### config.mk
export PLATFORM = sky130hd
export DESIGN_NAME = hazard_ctl
export DESIGN_NICKNAME = d
export VERILOG_FILES = /design/src/rtl/hazard_pkg.sv /design/src/rtl/hazard_src_match.sv /design/src/rtl/hazard_branch_ctl.sv /design/src/rtl/hazard_fwd_reg.sv /design/src/rtl/hazard_ctl.sv
export SDC_FILE = /design/constraint.sdc
export NUM_CORES = 1
export LEC_CHECK = 0
export CORE_ASPECT_RATIO = 0.9
export CORE_MARGIN = 1.5
export CORE_UTILIZATION = 31
export CTS_CLUSTER_SIZE = 14
export DETAILED_ROUTE_END_ITERATION = 7
export PLACE_DENSITY = 0.93
export SYNTH_ARGS = -nofsm -noshare
export SYNTH_HDL_FRONTEND = slang
export SYNTH_SLANG_ARGS = --single-unit
### constraint.sdc
create_clock -name clk -period 6 [get_ports clk]
set_input_delay 1.2 -clock clk [delete_from_list [all_inputs] [get_ports clk]]
set_output_delay 1.2 -clock clk [all_outputs]
set_load 0.005 [all_outputs]
### src/rtl/hazard_pkg.sv
package hazard_pkg;
  // Operand source for the ALU stage; codes are decoded by the datapath mux.
  typedef enum logic [1:0] {
    FWD_RF  = 2'b00,
    FWD_ALU = 2'b01,
    FWD_WB  = 2'b10
  } fwd_sel_e;

  localparam int unsigned NUM_OPS = 2;
endpackage

### src/rtl/hazard_src_match.sv
module hazard_src_match
  import hazard_pkg::*;
#(
  parameter int unsigned REG_W = 5
) (
  input  logic [REG_W-1:0] src,
  input  logic             use_src,
  input  logic             ex_valid,
  input  logic             ex_wen,
  input  logic [REG_W-1:0] ex_dst,
  input  logic             wb_valid,
  input  logic             wb_wen,
  input  logic [REG_W-1:0] wb_dst,
  output logic             hit_ex,
  output logic             hit_wb,
  output fwd_sel_e         sel
);
  localparam logic [REG_W-1:0] ZERO_REG = '0;

  logic live_src;

  // Register zero is hard-wired, so it never creates a dependency.
  assign live_src = use_src && (src != ZERO_REG);
  assign hit_ex   = live_src && ex_valid && ex_wen && (ex_dst == src);
  assign hit_wb   = live_src && wb_valid && wb_wen && (wb_dst == src);

  // The youngest older producer owns the newest value.
  always_comb begin
    if (hit_ex)      sel = FWD_ALU;
    else if (hit_wb) sel = FWD_WB;
    else             sel = FWD_RF;
  end
endmodule

### src/rtl/hazard_branch_ctl.sv
module hazard_branch_ctl (
  input  logic ex_valid,
  input  logic ex_br_taken,
  input  logic delay_slot,
  output logic redirect,
  output logic kill_fetch,
  output logic kill_decode,
  output logic kill_read
);
  assign redirect    = ex_valid && ex_br_taken;
  assign kill_fetch  = redirect;
  assign kill_decode = redirect;
  // In delay-slot mode the instruction just behind the branch survives.
  assign kill_read   = redirect && !delay_slot;
endmodule

### src/rtl/hazard_fwd_reg.sv
module hazard_fwd_reg
  import hazard_pkg::*;
#(
  parameter int unsigned NOPS = 2
) (
  input  logic                 clk,
  input  logic                 rst_n,
  input  logic                 clear,
  input  logic [NOPS*2-1:0]    sel_in,
  output logic [NOPS*2-1:0]    sel_q
);
  for (genvar i = 0; i < NOPS; i++) begin : g_op
    fwd_sel_e q;
    always_ff @(posedge clk) begin
      if (!rst_n)     q <= FWD_RF;
      else if (clear) q <= FWD_RF;
      else            q <= fwd_sel_e'(sel_in[i*2 +: 2]);
    end
    assign sel_q[i*2 +: 2] = q;
  end
endmodule

### src/rtl/hazard_ctl.sv
module hazard_ctl
  import hazard_pkg::*;
#(
  parameter int unsigned REG_W = 5
) (
  input  logic             clk,
  input  logic             rst_n,
  input  logic             cfg_fwd_en,
  input  logic             cfg_delay_slot,
  input  logic             rd_valid,
  input  logic [REG_W-1:0] rd_src_a,
  input  logic             rd_use_a,
  input  logic [REG_W-1:0] rd_src_b,
  input  logic             rd_use_b,
  input  logic             ex_valid,
  input  logic             ex_wen,
  input  logic [REG_W-1:0] ex_dst,
  input  logic             ex_br_taken,
  input  logic             wb_valid,
  input  logic             wb_wen,
  input  logic [REG_W-1:0] wb_dst,
  output logic             stall,
  output logic             redirect,
  output logic             kill_fetch,
  output logic             kill_decode,
  output logic             kill_read,
  output logic             bubble_ex,
  output logic [1:0]       fwd_sel_a,
  output logic [1:0]       fwd_sel_b
);
  localparam int unsigned NOPS = NUM_OPS;

  logic [REG_W-1:0]  src_v [NOPS];
  logic [NOPS-1:0]   use_v;
  logic [NOPS-1:0]   hit_ex_v;
  logic [NOPS-1:0]   hit_wb_v;
  logic [NOPS*2-1:0] sel_v;
  logic [NOPS*2-1:0] sel_q;
  logic              data_hazard;
  logic              clear_sel;

  assign src_v[0] = rd_src_a;
  assign src_v[1] = rd_src_b;
  assign use_v    = {rd_use_b, rd_use_a};

  for (genvar i = 0; i < NOPS; i++) begin : g_cmp
    fwd_sel_e sel_e;
    hazard_src_match #(.REG_W(REG_W)) u_match (
      .src      (src_v[i]),
      .use_src  (use_v[i]),
      .ex_valid (ex_valid),
      .ex_wen   (ex_wen),
      .ex_dst   (ex_dst),
      .wb_valid (wb_valid),
      .wb_wen   (wb_wen),
      .wb_dst   (wb_dst),
      .hit_ex   (hit_ex_v[i]),
      .hit_wb   (hit_wb_v[i]),
      .sel      (sel_e)
    );
    assign sel_v[i*2 +: 2] = sel_e;
  end

  hazard_branch_ctl u_branch (
    .ex_valid    (ex_valid),
    .ex_br_taken (ex_br_taken),
    .delay_slot  (cfg_delay_slot),
    .redirect    (redirect),
    .kill_fetch  (kill_fetch),
    .kill_decode (kill_decode),
    .kill_read   (kill_read)
  );

  // Interlock only when no bypass path exists and the reader survives.
  assign data_hazard = rd_valid && (|hit_ex_v || |hit_wb_v);
  assign stall       = data_hazard && !cfg_fwd_en && !kill_read;
  assign bubble_ex   = stall || kill_read;
  assign clear_sel   = bubble_ex || !rd_valid || !cfg_fwd_en;

  hazard_fwd_reg #(.NOPS(NOPS)) u_fwd (
    .clk    (clk),
    .rst_n  (rst_n),
    .clear  (clear_sel),
    .sel_in (sel_v),
    .sel_q  (sel_q)
  );

  assign fwd_sel_a = sel_q[1:0];
  assign fwd_sel_b = sel_q[3:2];
endmodule

Yosys cells after proc, flatten, opt, wreduce, memory -nomap -nowiden
Index checks and enable logic that the tools add are counted.

storage, ports and cells
  memories = 0
  bits in latches = 0
  ROM bits = 0
  bits in writable memories = 0
  output and inout port bits = 10
  input bits = 32
  register bits after elaboration = 4
  word-level logic and storage cells = 47

cells by class
  bitwise logic cells = 1
  divide/modulo/power cells = 0
  $lt $le $gt $ge = 0
  shift-type cells = 0
  add/sub/neg operators = 0
  equal/unequal tests = 4
  muxes and demuxes = 4
  $mul = 0
  reductions and logical operators = 34

operators by type and width
  operator            number
  == test 5 bit       4
  logical AND 1 bit   19
  nonzero test 5 bit  2
  OR reduction 2 bit  3
  OR reduction 3 bit  2
  logical NOT 1 bit   4
  logical OR 1 bit    4
  2-to-1 mux 2 bit    2
  2-to-1 mux 1 bit    2
  inverter 1 bit      1

Logic depth before layout (Yosys ltp)
Gate-level depths: netlist (run 1).

  depth in word-level cells = 14
  gate-level depth with buffers = 5
  depth with buffers taken out = 5

Hierarchy
A second synthesis (run 1) with hierarchy kept.

second synthesis, totals
  cell total of the unflattened synthesis = 57
  area total of the unflattened synthesis = 523.0 µm²

by module, submodules not included
  module             cells an instance  area each (µm²)  seq. area each (µm²)  instances
  hazard_src_match   20                 165.2            0.0                   2
  hazard_fwd_reg     8                  115.1            80.1                  1
  hazard_ctl         5                  47.5             0.0                   1
  hazard_branch_ctl  4                  30.0             0.0                   1

Worst setup path after synthesis (run 1)
No wires, ideal clock.

  kind = input port to output port
  from = input port rd_src_b[0]
  to = output port bubble_ex
  path buffers = 0
  arrival = 2.392 ns
  stages = 5
  required time = 4.800 ns
  slack = 2.408 ns
  cell sequence = or4_1 > o21ai_1 > nor4_1 > o41ai_2 > nand2_1

between the ends
  word-level cells in the longest chain between the ends = 11
  elaborated cells between the ends (all ways) = 17
  classes of those cells = 2 x eq/ne; 15 x reduce/logical

ends and longest elaborated chain
  item                                                       line                                            RTL
  from (decl)                                                hazard_ctl.sv:13                                input logic [REG_W-1:0] rd_src_b,
  nonzero test 5 bit                                         hazard_src_match.sv:23                          assign live_src = use_src && (src != ZERO_REG);
  logical AND 1 bit                                          hazard_src_match.sv:23
  logical AND 1 bit, on equally long branches (3 in series)  hazard_src_match.sv:24, hazard_src_match.sv:25
  OR reduction 2 bit                                         hazard_ctl.sv:75                                assign data_hazard = rd_valid && (|hit_ex_v || |hit_wb_v);
  logical OR 1 bit *                                         hazard_ctl.sv:75
  logical AND 1 bit *                                        hazard_ctl.sv:75
  logical AND 1 bit * (2 in series)                          hazard_ctl.sv:76                                assign stall = data_hazard && !cfg_fwd_en && !kill_read;
  logical OR 1 bit *                                         hazard_ctl.sv:77                                assign bubble_ex = stall || kill_read;
  to (decl)                                                  hazard_ctl.sv:27                                output logic bubble_ex,

Mark *: on every way between the ends. The rest lies on a longest branch, timed or not.

Worst setup path after layout (run 1)
  from = input port rd_src_a[4]
  to = output port bubble_ex

between the ends
  word-level cells in the longest chain between the ends = 11
  elaborated cells between the ends (all ways) = 17
  classes of those cells = 2 x eq/ne; 15 x reduce/logical

ends and longest elaborated chain
  item                                                       line                                            RTL
  from (decl)                                                hazard_ctl.sv:11                                input logic [REG_W-1:0] rd_src_a,
  nonzero test 5 bit                                         hazard_src_match.sv:23
  logical AND 1 bit                                          hazard_src_match.sv:23
  logical AND 1 bit, on equally long branches (3 in series)  hazard_src_match.sv:24, hazard_src_match.sv:25
  OR reduction 2 bit                                         hazard_ctl.sv:75
  logical OR 1 bit *                                         hazard_ctl.sv:75
  logical AND 1 bit *                                        hazard_ctl.sv:75
  logical AND 1 bit * (2 in series)                          hazard_ctl.sv:76
  logical OR 1 bit *                                         hazard_ctl.sv:77

Marked as above.

==> results.py, run 1 <==
metrics = {
    "worst_setup_path": {
        "crit_arrival_ns": 3.42,
        "crit_path_max_incr_delay_ns": 0.56,
        "crit_path_end_kind": "output pin",
        "start_kind": "primary input",
        "path_cells": "clkdlybuf4s50_1 > or4_4 > o21ai_2 > nor4_2 > o41ai_2 > nand2_1 > clkdlybuf4s50_1",
        "cpMostUsedCell": "clkdlybuf4s50_1",
        "critical_path_required_ns": 4.80,
        "endpoint": "bubble_ex",
        "critPathLaunch": "rd_src_a[4]",
        "crit_fanout": 3,
        "slowest_stage": "or4_4",
        "crit_type": "primary input to output pin",
    },
    "place": {
        "place.gp.congestion": 0.750,
        "pre_cts_slack_ns": 1.35,
        "port_buffers": 41,
        "dpl.hpwl_um": 1210,
    },
    "final_layout": {
        "diodes": 0,
        "drive_above_1_share_pct": 7.29,
        "layout.nets": 130,
        "largest_reg_flops": 4,
        "top_register": "u_fwd.g_op.q",
        "area_growth_pct": 96.9,
        "top_regs": "u_fwd.g_op.q: 4 flops",
        "fillers": 105,
    },
    "grt": {
        "grt_max_degree": 5,
        "grt_pass1_wl_um": 2140,
        "grt_util_met2_pct": 34.3,
        "antenna_found_initial": 0,
        "grt-busiest-layer": "met2",
        "gr-usage-met3_pct": 2.80,
        "grt_pass1_vias": 542,
        "grt_remaining_overflow": 0,
        "use_met1_pct": 17.8,
        "grt_util_all_layers_pct": 17.7,
    },
    "sta": {
        "timing.fmax_ghz": 0.216,
        "setup_violations": 0,
        "hold_violations": 0,
        "setup_tns_ns": 0,
        "rsz0062_at_grt": "false",
        "finalCritPeriodShare_pct": 77.1,
        "fin_ws_ns": 1.38,
        "finalMaxSlewViolations": 0,
        "worst_pin_slew_ns": 0.514,
        "final.min_clock_period_ns": 4.62,
        "slew_headroom_pct": 65.5,
    },
    "yosys": {
        "ys_seq_area_share_pct": 17.8,
        "synth.cell_area_um2": 449,
        "yosys_warnings": 0,
        "syn_inst": 54,
        "ys_ff_latch": 4,
        "synth.avg_cell_area_um2": 8.32,
        "synth_nets": 86,
        "yosys.cell_types.count": 19,
    },
    "clocking": {
        "cts.sinks": 4,
        "clk_pin_slew_ns": 0.04,
        "cts_buffers": 3,
        "cts_tree": "done",
        "ctsHoldBuffers": 0,
        "clockBufferDepth": 2,
        "cts_setup_buffers": 0,
        "cts_root_buffer": "clkbuf_4",
        "cts_resized": 0,
        "cts_max_level": 1,
    },
    "floorplan": {
        "fp.dieW_um": 43.1,
        "start_util_pct": 34.8,
        "die_y_um": 39.1,
        "rows": 12,
        "ioPinCount": 42,
        "coreArea_um2": 1290,
        "dieArea_um2": 1690,
    },
    "power_and_ir_drop": {
        "p_leak_nw": 0.304,
        "max-vdd-ir-drop_uv": 71.8,
        "powerDensity_nw_per_um2": 122,
        "p_switching_mw": 0.0284,
        "combPwrFrac_pct": 43.2,
        "clkPwrFrac_pct": 32.0,
        "p_int_mw": 0.0796,
        "power_mw": 0.108,
        "switching_share_pct": 26.3,
        "p_seq_share_pct": 24.8,
    },
    "detailed_routing": {
        "viasPerCell": 4.88,
        "drt_wl_total_um": 1370,
        "drtIter0Drc": 1,
        "vias": 537,
        "antenna_left": 0,
        "drtPass1Iterations": 2,
        "wl_per_cell_um": 12.4,
        "remaining_drc_errors": 0,
    },
    "hold_path": {
        "hp-class": "primary input to flip-flop",
    },
    "job": {
        "maxCapViolCount": 0,
    },
    "run_status": {
        "status": "completed",
    },
}
==> cells in the final DEF, fill, tap and decap left out, types with 3 or more instances in the layout <==
cell / netlist / final
xor2_1: 4 / 4
dfxtp_1: 4 / 4
clkdlybuf4s50_1: 0 / 41
nand4_1: 5 / 5
nor2_1: 3 / 3
nor4_1: 3 / 3
clkbuf_4: 0 / 3
nand2_1: 3 / 3
xnor2_1: 16 / 16
inv_1: 3 / 3
==> power by group through the flow <==
stage               logic (mW)  registers, mW  clock network, mW
global placement        0.0456         0.0272                  0
finish                  0.0467         0.0267             0.0346
CTS                     0.0469         0.0267             0.0355
detailed placement      0.0466         0.0272                  0
floorplan               0.0169         0.0272                  0
global route            0.0501         0.0267             0.0369
==> cells by family after synthesis <==
family	after synthesis	synth area share, %
AOI/OAI and AO/OA	3	6.69
xor gates and xnor gates	20	39.0
buffers and inverters	5	5.85
DFF	4	17.8
and+or+nand+nor	22	30.6
==> cell usage after synthesis (all sizes together) <==
cell / count / area, um^2
nor2: 3 / 11.3
o21ai: 2 / 13.8
inv: 3 / 11.3
nor3b: 2 / 15.0
xor2: 4 / 35.0
buf: 2 / 15.0
nand2b: 1 / 6.26
xnor2: 16 / 140
or4: 2 / 18.8
dfxtp: 4 / 80.1
nand2: 3 / 11.3
nor4: 4 / 31.3
and2: 1 / 6.26
nand4: 5 / 31.3
o41ai: 1 / 16.3
nor2b: 1 / 6.26
==> critical path, delay by kind of cell <==
family                 cells  cell delay [ns]
AOI/OAI and AO/OA          2             0.53
buffers and inverters      2             0.95
and+or+nand+nor            3             0.75
==> layer usage <==
layer,part of all wire [%],up-vias
met5,0,-
met4,2.1,0
met3,5.2,4
met2,53,22
li1,-,274
met1,39,237
==> per-stage QoR <==
step	instance area, um^2	hold WS (ns)	instances	util (%)
final	885	1.62	110	68.5
after global routing	885	1.66	110	68.5
after CTS	885	1.62	110	68.5
after detailed placement	862	1.87	107	66.8
after global placement	862	1.85	107	66.8
after floorplan	449	1.39	54	-
==> area by class of cell <==
cell class	count	area, um^2	area share [%]
clock buffers	3	22.5	2.55
inverters	3	11.3	1.27
multi-input cells	45	343	38.8
flip-flops and latches	4	80.1	9.05
well taps	14	17.5	1.98
repair buffers	41	410	46.4
==> worst min path at each step <==
stage                     slack (ns)                 end      from  cells after the start
after floorplan                 1.39  u_fwd.g_op[0].q[0]  rd_valid                      2
after global placement          1.85  u_fwd.g_op[0].q[0]  rd_valid                      3
after detailed placement        1.87  u_fwd.g_op[0].q[0]  rd_valid                      3
after CTS                       1.62  u_fwd.g_op[0].q[0]  rd_valid                      3
after global routing            1.66  u_fwd.g_op[0].q[0]  rd_valid                      3
final                           1.62  u_fwd.g_op[0].q[0]  rd_valid                      3
No activity file was read; power rests on OpenSTA's default activity.
==> run 2: changes to the inputs <==
Settings changed: CORE_UTILIZATION 31 to 29, PLACE_DENSITY 0.93 to 0.88.
Clock period 6 ns to 4.4 ns, I/O delays scaled along.
==> run 2 against run 1 <==
Against the previous run:
- sequential share of layout area barely moved
- combinational power is 37% higher
- clock-buffer cell count unchanged
- wire length down 5.7%
- total power rose by 34%
- global-route usage is 1.8 points lower
- clock power increased by 28%
- hold slack worse by 0.33 ns
- cell count is 0.91% higher
- critical path type unchanged
- critical endpoint unchanged
==> results.py, run 2 (synthesis gave the netlist of run 1 again) <==
metrics = {
    "sta": {
        "setup_violations": 0,
        "fin_ws_ns": 0.367,
        "worst_pin_slew_ns": 0.502,
        "timing.fmax_ghz": 0.248,
        "setup_tns_ns": 0,
        "slew_headroom_pct": 66.2,
        "rsz0062_at_grt": "false",
        "hold_ws_ns": 1.29,
        "hold_violations": 0,
        "finalMaxSlewViolations": 0,
        "final.min_clock_period_ns": 4.03,
        "finalCritPeriodShare_pct": 91.7,
    },
    "floorplan": {
        "ioPinCount": 42,
        "fp.dieW_um": 44.5,
        "rows": 13,
        "die_y_um": 40.3,
        "start_util_pct": 31.0,
        "coreArea_um2": 1450,
        "dieArea_um2": 1790,
    },
    "grt": {
        "grt_pass1_vias": 492,
        "grt_remaining_overflow": 0,
        "grt_max_degree": 5,
        "antenna_found_initial": 0,
        "grt_pass1_wl_um": 2050,
        "grt_util_all_layers_pct": 16.0,
    },
    "detailed_routing": {
        "drtIter0Drc": 2,
        "antenna_left": 0,
        "wl_per_cell_um": 11.6,
        "viasPerCell": 4.92,
        "drtPass1Iterations": 2,
        "vias": 546,
        "remaining_drc_errors": 0,
        "drt_wl_total_um": 1290,
    },
    "final_layout": {
        "fin_cells": 111,
        "drive_above_1_share_pct": 7.29,
        "area_growth_pct": 97.2,
        "layout.nets": 130,
        "top_regs": "u_fwd.g_op.q: 4 flops",
        "largest_reg_flops": 4,
        "diodes": 0,
        "post-route-util_pct": 61.2,
        "top_register": "u_fwd.g_op.q",
        "mostFrequentLayoutCell": "clkdlybuf4s50_1",
        "final_cell_mix": "clkdlybuf4s50_1 (41), xnor2_1 (16), nand4_1 (5)",
        "design_area_um2": 886,
        "fillers": 127,
    },
    "worst_setup_path": {
        "critical_path.top_delay_family": "buffers and inverters",
        "crit_arrival_ns": 3.15,
        "critical_path_required_ns": 3.52,
        "crit_type": "primary input to output pin",
        "critical_path_buf_inv_count": 2,
        "cpMostUsedCell": "clkdlybuf4s50_1",
        "slowest_stage": "or4_1",
        "start_kind": "primary input",
        "path_cells": "clkdlybuf4s50_1 > or4_1 > o21ai_1 > nor4_1 > o41ai_2 > nand2_1 > clkdlybuf4s50_1",
        "crit_path_max_incr_delay_ns": 0.55,
        "crit_fanout": 3,
        "critPathLaunch": "rd_src_b[0]",
        "crit_path_end_kind": "output pin",
    },
    "clocking": {
        "clockBufferDepth": 2,
        "cts_tree": "done",
        "ctsHoldBuffers": 0,
        "cts_max_level": 1,
        "cts_setup_buffers": 0,
        "cts_root_buffer": "clkbuf_4",
        "cts.sinks": 4,
        "cts_buffers": 3,
        "cts_resized": 0,
        "clk_pin_slew_ns": 0.04,
    },
    "hold_path": {
        "min_from": "rd_valid",
        "hp-class": "primary input to flip-flop",
    },
    "place": {
        "dpl.hpwl_um": 1200,
        "pre_cts_slack_ns": 0.342,
        "dp_cells": 108,
        "place.gp.congestion": 0.830,
        "port_buffers": 41,
        "dpl_cell_area_um2": 863,
    },
    "run_status": {
        "status": "completed",
    },
    "power_and_ir_drop": {
        "p_leak_nw": 0.304,
        "powerDensity_nw_per_um2": 163,
        "max-vdd-ir-drop_uv": 64.0,
        "power_mw": 0.145,
    },
    "job": {
        "maxCapViolCount": 0,
    },
}
==> run 2: cell counts in the layout (fill, tap and decap cells not counted) <==
No cell type changed its count.
==> run 2: layout make-up <==
type / instances / area [um^2] / share of cell area (%)
Clock buffer: 3 / 22.5 / 2.54
Inverter: 3 / 11.3 / 1.27
Multi-Input combinational cell: 45 / 343 / 38.7
Sequential cell: 4 / 80.1 / 9.04
Tap cell: 15 / 18.8 / 2.12
Timing Repair Buffer: 41 / 410 / 46.3
==> run 2: path summary, 6_finish.rpt <==
| check | to | slack [ns] | cells after the start |
|---|---|---|---|
| worst max-delay path | bubble_ex | 0.37 | 7 |
| worst min-delay path | u_fwd.g_op[1].q[0] | 1.29 | 3 |
==> run 2: tightest hold or removal path, delay by kind of cell <==
| family | cells | cell delay [ns] |
|---|---|---|
| buffers and inverters | 1 | 0.41 |
| AND/OR/NAND/NOR | 2 | 0.19 |
==> run 2: per-layer routing <==
metal / part of all wire [%] / wire (um) / vias to the layer above / track usage (%)
met1: 39 / 500 / 243 / 16.8
li1: - / - / 272 / -
met3: 6.5 / 84 / 2 / 0.450
met2: 53 / 685 / 29 / 33.3
met4: 1.4 / 18 / 0 / 6.82
met5: 0 / 0 / - / 0
==> run 2: power breakdown <==
group	switching [mW]	internal, mW
Sequential	0.00000521	0.0365
Combinational	0.0223	0.0415
Clock	0.0139	0.0304
Total	0.0362	0.108
